==> src/rtl/wprot_pkg.sv <==
package wprot_pkg;
    typedef enum logic [2:0] {
        OP_NONE  = 3'd0,
        OP_WREN  = 3'd1,
        OP_WRDI  = 3'd2,
        OP_WRSR  = 3'd3,
        OP_WRMEM = 3'd4
    } wp_op_e;

    typedef struct packed {
        logic       wel;
        logic       prot_en;
        logic [1:0] level;
    } wp_state_t;

    localparam int SR_PROT_EN_BIT = 7;
    localparam int SR_LEVEL_LSB   = 2;
    localparam int SEG_COUNT      = 4;
endpackage

==> src/rtl/wprot_range.sv <==
module wprot_range #(
    parameter int SEG_BITS = 2
) (
    input  logic [1:0]          level,
    input  logic [SEG_BITS-1:0] seg,
    output logic                blocked
);
    localparam int SEGS = 1 << SEG_BITS;

    logic [SEG_BITS:0] first_locked;

    always_comb begin
        unique case (level)
            2'd0:    first_locked = (SEG_BITS+1)'(SEGS);
            2'd1:    first_locked = (SEG_BITS+1)'(SEGS - SEGS/4);
            2'd2:    first_locked = (SEG_BITS+1)'(SEGS - SEGS/2);
            default: first_locked = '0;
        endcase
        blocked = ({1'b0, seg} >= first_locked);
    end
endmodule

==> src/rtl/wprot_gate.sv <==
module wprot_gate (
    input  logic wel,
    input  logic prot_en,
    input  logic wp_n,
    input  logic blocked,
    output logic hw_lock,
    output logic sr_allow,
    output logic mem_allow
);
    always_comb begin
        hw_lock   = prot_en & ~wp_n;
        sr_allow  = wel & ~hw_lock;
        mem_allow = wel & ~blocked;
    end
endmodule

==> src/rtl/wprot_unit.sv <==
module wprot_unit #(
    parameter int         ADDR_W    = 14,
    parameter logic [1:0] BP_INIT   = 2'b00,
    parameter logic       WPEN_INIT = 1'b0
) (
    input  logic              clk,
    input  logic              rst_n,
    input  logic              cmd_valid,
    input  logic [2:0]        cmd_op,
    input  logic [ADDR_W-1:0] cmd_addr,
    input  logic [7:0]        cmd_data,
    input  logic              wp_n,
    output logic              sr_write_ok,
    output logic              mem_write_ok,
    output logic [7:0]        status_byte
);
    import wprot_pkg::*;

    localparam int SEG_BITS = $clog2(SEG_COUNT);

    wp_state_t st_q, st_d;
    wp_op_e    op;
    logic      is_wren, is_wrdi, is_wrsr, is_wrmem;
    logic      blocked, hw_lock, sr_allow, mem_allow;

    assign op = wp_op_e'(cmd_op);

    wprot_range #(.SEG_BITS(SEG_BITS)) u_range (
        .level   (st_q.level),
        .seg     (cmd_addr[ADDR_W-1 -: SEG_BITS]),
        .blocked (blocked)
    );

    wprot_gate u_gate (
        .wel       (st_q.wel),
        .prot_en   (st_q.prot_en),
        .wp_n      (wp_n),
        .blocked   (blocked),
        .hw_lock   (hw_lock),
        .sr_allow  (sr_allow),
        .mem_allow (mem_allow)
    );

    always_comb begin
        is_wren  = cmd_valid && (op == OP_WREN);
        is_wrdi  = cmd_valid && (op == OP_WRDI);
        is_wrsr  = cmd_valid && (op == OP_WRSR);
        is_wrmem = cmd_valid && (op == OP_WRMEM);

        sr_write_ok  = is_wrsr && sr_allow;
        mem_write_ok = is_wrmem && mem_allow;

        st_d = st_q;
        if (is_wren)
            st_d.wel = 1'b1;
        if (is_wrdi || is_wrsr || is_wrmem)
            st_d.wel = 1'b0;
        if (sr_write_ok) begin
            st_d.prot_en = cmd_data[SR_PROT_EN_BIT];
            st_d.level   = cmd_data[SR_LEVEL_LSB +: 2];
        end
    end

    always_ff @(posedge clk or negedge rst_n) begin
        if (!rst_n) begin
            st_q.wel     <= 1'b0;
            st_q.prot_en <= WPEN_INIT;
            st_q.level   <= BP_INIT;
        end else begin
            st_q <= st_d;
        end
    end

    assign status_byte = {st_q.prot_en, 3'b000, st_q.level, st_q.wel, 1'b0};

    assert_wren_sets_R2: assert property (@(posedge clk) disable iff (!rst_n)
        (cmd_valid && cmd_op == 3'd1) |=> status_byte[1]);

    assert_wel_drop_R3: assert property (@(posedge clk) disable iff (!rst_n)
        (cmd_valid && (cmd_op == 3'd3 || cmd_op == 3'd4)) |=> !status_byte[1]);

    assert_no_grant_unlatched_R4: assert property (@(posedge clk) disable iff (!rst_n)
        (sr_write_ok || mem_write_ok) |-> status_byte[1]);

    assert_full_lock_R5: assert property (@(posedge clk) disable iff (!rst_n)
        (status_byte[3:2] == 2'b11) |-> !mem_write_ok);

    assert_hw_sr_lock_R6: assert property (@(posedge clk) disable iff (!rst_n)
        (status_byte[7] && !wp_n) |-> !sr_write_ok);

    assert_prot_en_sticky_R9: assert property (@(posedge clk) disable iff (!rst_n)
        (status_byte[7] && !wp_n) |=> status_byte[7]);

    assert_idle_stable_R10: assert property (@(posedge clk) disable iff (!rst_n)
        !cmd_valid |=> $stable(status_byte));

    assert_fixed_bits_R11: assert property (@(posedge clk) disable iff (!rst_n)
        (status_byte[6:4] == 3'b000) && !status_byte[0]);
endmodule

==> config.mk <==
export PLATFORM = sky130hd
export DESIGN_NAME = wprot_unit
export DESIGN_NICKNAME = d
export VERILOG_FILES = /design/src/rtl/wprot_pkg.sv /design/src/rtl/wprot_range.sv /design/src/rtl/wprot_gate.sv /design/src/rtl/wprot_unit.sv
export SDC_FILE = /design/constraint.sdc
export NUM_CORES = 1
export LEC_CHECK = 0
export BUFFER_PORTS_ARGS = -buffer_cell sky130_fd_sc_hd__buf_2
export CAP_MARGIN = 0
export CORE_AREA = 2 2 39 41
export DETAILED_ROUTE_END_ITERATION = 8
export DIE_AREA = 0 0 41 43
export PLACE_DENSITY_LB_ADDON = 0.2
export SKIP_CTS_REPAIR_TIMING = 1
export SLEW_MARGIN = 15
export SYNTH_ARGS = -nofsm -noshare
export SYNTH_HDL_FRONTEND = slang
export SYNTH_HIERARCHICAL = 1
export SYNTH_SLANG_ARGS = --single-unit
==> constraint.sdc <==
create_clock -name clk -period 2.85 [get_ports clk]
set_input_delay 0.1425 -clock clk [delete_from_list [all_inputs] [get_ports clk]]
set_output_delay 0.1425 -clock clk [all_outputs]
set_load 0.05 [all_outputs]
==> results.ini, run 1 <==
[placed_design]
dpl.cell_count = 65
place.port_buffers = 17
hpwlAfterDp_um = 504.8
gp_congestion = 0.7100

[critical_path]
crit_type = flip-flop to output pin
cpPeakStageDelay_ns = 0.38
crit_required_ns = 2.71
reg2reg_to = status_byte[2]
crit_path_end_kind = output pin
r2r_slack_ns = 1.51
crit_arrival_ns = 1.96
crit_chain = inv_1, ha_1, inv_1, ha_1, nor2_1, a211oi_2, nor2b_1, and4_2, buf_2
slowest_stage = dfrtp_1
rr_startpoint = status_byte[7]
critPathLaunchType = flip-flop
r2r_cells = 4
path_max_fanout = 4

[clocking]
cts_buffer_depth = 2
cts_buffers = 3
ctsHtreeMaxLevel = 1
worstSkewPairLatency_ns = 0.23
cts_root_buf = clkbuf_4
cts.sinks = 4
cts_tree = yes
clk_pin_slew_ns = 0.04

[synthesis]
ys_ff_latch = 4
synth_cell_types = 17
yosysTopAreaCellShare_pct = 28.37
synth_area_per_cell_um2 = 10.38
ys_top_cells_by_area = dfrtp_1, ha_1, mux2_4
ys_seq_area_share_pct = 28.37
synth_top_cell_by_area = dfrtp_1
synth_area_um2 = 352.8
netlist_instances = 34
yosysWarnings = 6

[timing]
rsz0062_at_grt = no
timing.final.max_slew_violations = 0
period_needed_ns = 2.104
post-route-period-util_pct = 73.83
finalHoldViolCount = 0
fmax_mhz = 475.3
fin_setup_tns_ns = 0
fin_hold_ws_ns = 0.1004
fin_skew_ns = 0.0009012
setup_violations = 0

[worst_hold_path]
hold_path.startpoint = cmd_valid
holdPathEnd = status_byte[1]
whs_path_depth = 2
hold_path.class = primary input to flip-flop

[drt]
drtIter0Drc = 0
avgRoutedWirePerCell_um = 8.507
drc = 0
vias = 271
final_antenna_net_count = 0
wl_um = 587
via_per_inst = 3.928
dr.pass1.iters = 1

[finish]
final_cells = 69
post-route-util_pct = 33.27
design.final.nets = 88
antennaDiodeCount = 0
syn_to_final_growth_pct = 30.50
largest_register_ffs = 4
drive_above_1_share_pct = 52.83

[floorplan]
core_um2 = 1384
io_pins = 39
die_h_um = 43
rows = 14
die_w_um = 41
initial_core_util_pct = 25.50
dieArea_um2 = 1763

[grt]
grt_pass1_vias = 248
antenna_found_initial = 0
grt_pass1_wl_um = 945
grt_max_degree = 5
grt_usage_pct = 8.073
overflow = 0

[outcome]
outcome = finished clean

[pwr]
power_w = 0.0003383
p_leak_nw = 0.2653
power_density_nw_per_um2 = 734.8
vdd_drop_max_mv = 0.2877

[run]
drv_cap = 0

cell families (layout without fill, tap and decap cells):
kind of cell,count (synthesis),after routing,share of synthesized area (%)
compound gates,2,2,4.963
fa+ha+maj,4,4,14.18
flops,4,4,28.37
other cells,1,4,1.063
mux,4,4,15.96
buf+inv,9,25,15.96
simple gates,10,10,19.50
cell usage after synthesis, drive strengths merged:
| library cell | count |
|---|---|
| nor2b | 3 |
| mux2 | 4 |
| dfrtp | 4 |
| and3b | 1 |
| and4 | 1 |
| and3 | 1 |
| conb | 1 |
| buf | 5 |
| inv | 4 |
| nor2 | 4 |
| a211oi | 1 |
| a21oi | 1 |
| ha | 4 |
how the worst max path moves through the flow:
stage	endpoint	start	slack (ns)
after CTS	mem_write_ok	status_byte[2]	0.71
after floorplan	mem_write_ok	status_byte[3]	0.76
after detailed placement	mem_write_ok	status_byte[2]	0.96
final	mem_write_ok	status_byte[2]	0.75
after global routing	mem_write_ok	status_byte[2]	0.60
after global placement	mem_write_ok	status_byte[2]	0.97
worst max-delay path: cells and delay by family (launching register included):
kind	cells	cell delay [ns]
compound gates	1	0.06
simple gates	3	0.42
buf+inv	3	0.35
fa+ha+maj	2	0.53
flops	1	0.38
per-stage QoR:
stage | setup slack, ns | instance area, um^2
global route | 0.6014 | 460.4
finish | 0.7459 | 460.4
detailed placement | 0.9604 | 427.9
floorplan | 0.7558 | 364.1
global placement | 0.9715 | 427.9
CTS | 0.7062 | 450.4
where the power goes:
| part | leakage (nW) | switching, W | internal [W] |
|---|---|---|---|
| logic | 0.201 | 0.000114 | 0.0000686 |
| clock network | 0.0138 | 0.0000230 | 0.0000471 |
| registers | 0.0502 | 0.0000132 | 0.0000726 |
metal layers:
metal / GRT usage [%] / part of all wire [%] / vias to the layer above
li1: - / - / 142
met1: 8.824 / 40 / 115
met5: 0 / 0 / -
met2: 11.56 / 50 / 12
met4: 6.000 / 1.9 / 0
met3: 3.665 / 7.8 / 2
final cells by class:
cell class	count	area [um^2]
flip-flops and latches	4	100.1
multi-input cells	24	207.7
well taps	16	20.02
repair buffers	18	95.09
inverters	4	15.01
fillers	154	923.4
clock buffers	3	22.52
placed cells by master (no fill, tap or decap):
master	Yosys	routed
buf_2	0	17
nor2_1	4	4
conb_1	1	4
dfrtp_1	4	4
inv_1	4	4
ha_1	4	4
mux2_4	3	3
clkbuf_4	0	3
and4_2	1	1
and3b_1	1	1
and3_1	1	1
mux2_2	1	1
a21oi_1	1	1
dlygate4sd3_1	0	1
nor2b_4	1	1
nor2b_1	1	1
nor2b_2	1	1
a211oi_2	1	1
Power figures use the tool's default switching activity.
==> run 2, diff against run 1 <==
--- a/config.mk
+++ b/config.mk
@@ -5,6 +5,7 @@
 export SDC_FILE = /design/constraint.sdc
 export NUM_CORES = 1
 export LEC_CHECK = 0
+export ABC_AREA = 1
 export BUFFER_PORTS_ARGS = -buffer_cell sky130_fd_sc_hd__buf_2
 export CAP_MARGIN = 0
 export CORE_AREA = 2 2 39 41
==> constraint.sdc (replaced) <==
create_clock -name clk -period 1.75 [get_ports clk]
set_input_delay 0.0875 -clock clk [delete_from_list [all_inputs] [get_ports clk]]
set_output_delay 0.0875 -clock clk [all_outputs]
set_load 0.05 [all_outputs]
==> run 2 against run 1 <==
  * The flow now finishes with violations (setup timing)
  * Total power rose by 93%
  * Synthesized area rose by 5.0%
  * Critical path type unchanged
  * Hold slack got worse by 0.057 ns
  * Largest cell class unchanged
  * Utilization rose by 6.1 points
  * Clock-buffer cell count rose by 1
==> results.ini, run 2 <==
[drt]
drc = 0  ; unchanged
wl_um = 686  ; +17%
dr.pass1.iters = 3  ; +2
final_antenna_net_count = 0  ; unchanged
drtIter0Drc = 3  ; +3
top_layer = met4
met1Wirelength_um = 302  ; +28%
wl_met3_um = 50  ; +8.7%
vias = 365  ; +35%
routed-wl-met2_um = 318  ; +8.5%
avgRoutedWirePerCell_um = 7.376  ; -13%
via_per_inst = 3.925  ; about the same

[finish]
mostFrequentLayoutCell = buf_2
mostFrequentLayoutCells = buf_2, nand2_1, inv_1
syn_to_final_growth_pct = 47.30
fin_area_um2 = 545.5  ; +18%
fillers = 160  ; +3.9%
design.final.nets = 111  ; +26%
post-route-util_pct = 39.42  ; +6.1 points
largest_register_ffs = 4  ; unchanged
antennaDiodeCount = 0  ; unchanged
drive_above_1_share_pct = 42.86  ; -10 points

[placed_design]
placed_area_um2 = 491.7  ; +15%
place.port_buffers = 17  ; unchanged
hpwlAfterDp_um = 590.8  ; +17%
gp_congestion = 0.6961  ; -2.0%
post-place-ws_ns = 0.1120  ; -0.8484 ns

[clocking]
cts_tree = yes
cts_buffers = 3  ; unchanged
cts_root_buf = clkbuf_4
cts_buffer_depth = 2  ; unchanged
cts.sinks = 4  ; unchanged
clk_pin_slew_ns = 0.04  ; about the same
worstSkewPairLatency_ns = 0.24  ; about the same
ctsHtreeMaxLevel = 1  ; unchanged

[synthesis]
synth_area_per_cell_um2 = 6.734  ; -35%
synth_area_um2 = 370.4  ; +5.0%
yosysWarnings = 6  ; unchanged
netlist_instances = 55  ; +62%

[grt]
grt_max_degree = 6  ; +1
antenna_found_initial = 0  ; unchanged
grt_pass1_vias = 278  ; +12%
grt_usage_pct = 8.770  ; +0.70 points
overflow = 0  ; unchanged
grt_pass1_wl_um = 1000  ; +5.8%

[floorplan]
rows = 14  ; unchanged
io_pins = 39  ; unchanged
initial_core_util_pct = 26.76  ; +1.3 points
dieArea_um2 = 1763  ; unchanged
die_h_um = 43  ; unchanged
core_um2 = 1384  ; unchanged
die_w_um = 41  ; unchanged

[run]
drv_cap = 0  ; unchanged

[timing]
fmax_mhz = 558.4
worst_slack_ns = -0.04097  ; -0.7869 ns
finalHoldViolCount = 0  ; unchanged
period_needed_ns = 1.791
fin_hold_ws_ns = 0.04385  ; -0.05652 ns
post-route-period-util_pct = 102.3
setup_violations = 1  ; +1
rsz0062_at_grt = yes
timing.final.max_slew_violations = 0  ; unchanged
fin_skew_ns = 0.004746  ; +0.003845 ns

[outcome]
violations = setup timing
outcome = finished with violations

[critical_path]
critPathLaunchType = flip-flop
path_max_fanout = 4  ; unchanged
crit_path_end_kind = output pin
crit_required_ns = 1.66  ; -1.05 ns
crit_arrival_ns = 1.70  ; -0.26 ns
crit_type = flip-flop to output pin

[pwr]
vdd_drop_max_mv = 0.4845  ; +68%
power_density_nw_per_um2 = 1199  ; +63%
p_leak_nw = 0.3058  ; +15%

[worst_hold_path]
hold_path.class = primary input to flip-flop

-- run 2: layout make-up --
cell class              count  area [um^2]  area share [%]
inverters                  13        48.80           8.945
clock buffers               4        26.28           4.817
multi-input cells          37        235.2           43.12
well taps                  16        20.02           3.670
flip-flops and latches      4        102.6           18.81
repair buffers             19        112.6           20.64
-- run 2: critical path, cell delays in order (launching register included) --
cell and delay (ns):
dfrtp_2 0.38, inv_2 0.05, ha_4 0.25, inv_2 0.04, ha_4 0.23, nand3_1 0.06
nand3_1 0.07, nor2_1 0.08, inv_1 0.06, nor2_4 0.09, buf_8 0.15
-- run 2: worst paths after layout --
check,slack (ns),to,cells past startpoint,startpoint
setup / recovery,-0.04,mem_write_ok,10,status_byte[2]
hold / removal,0.04,status_byte[3],3,cmd_data[3]
setup reg to reg,0.79,status_byte[7],5,status_byte[7]
hold reg to reg,0.51,status_byte[7],2,status_byte[7]
max in group asynchronous,1.45,status_byte[3],2,rst_n
min in group asynchronous,0.18,status_byte[2],2,rst_n
-- run 2: through the flow --
| step | cells | TNS, ns | power (W) |
|---|---|---|---|
| floorplan | 58 | 0 | 0.0004436 |
| global placement | 87 | 0 | 0.0005108 |
| detailed placement | 87 | 0 | 0.0005155 |
| CTS | 91 | -0.1531 | 0.0006531 |
| global route | 93 | -0.1404 | 0.0007100 |
| finish | 93 | -0.04097 | 0.0006539 |
-- run 2: where the power goes --
group          total (W)  internal (W)  switching [W]
Sequential      0.000146      0.000123      0.0000228
Clock           0.000131     0.0000860      0.0000451
Combinational   0.000377      0.000129       0.000248
-- run 2: routing by layer --
metal  vias to the layer above  GRT usage (%)
met5                         -              0
met1                       150          10.75
li1                        199              -
met4                         0          10.00
met3                         2          1.571
met2                        14          11.25
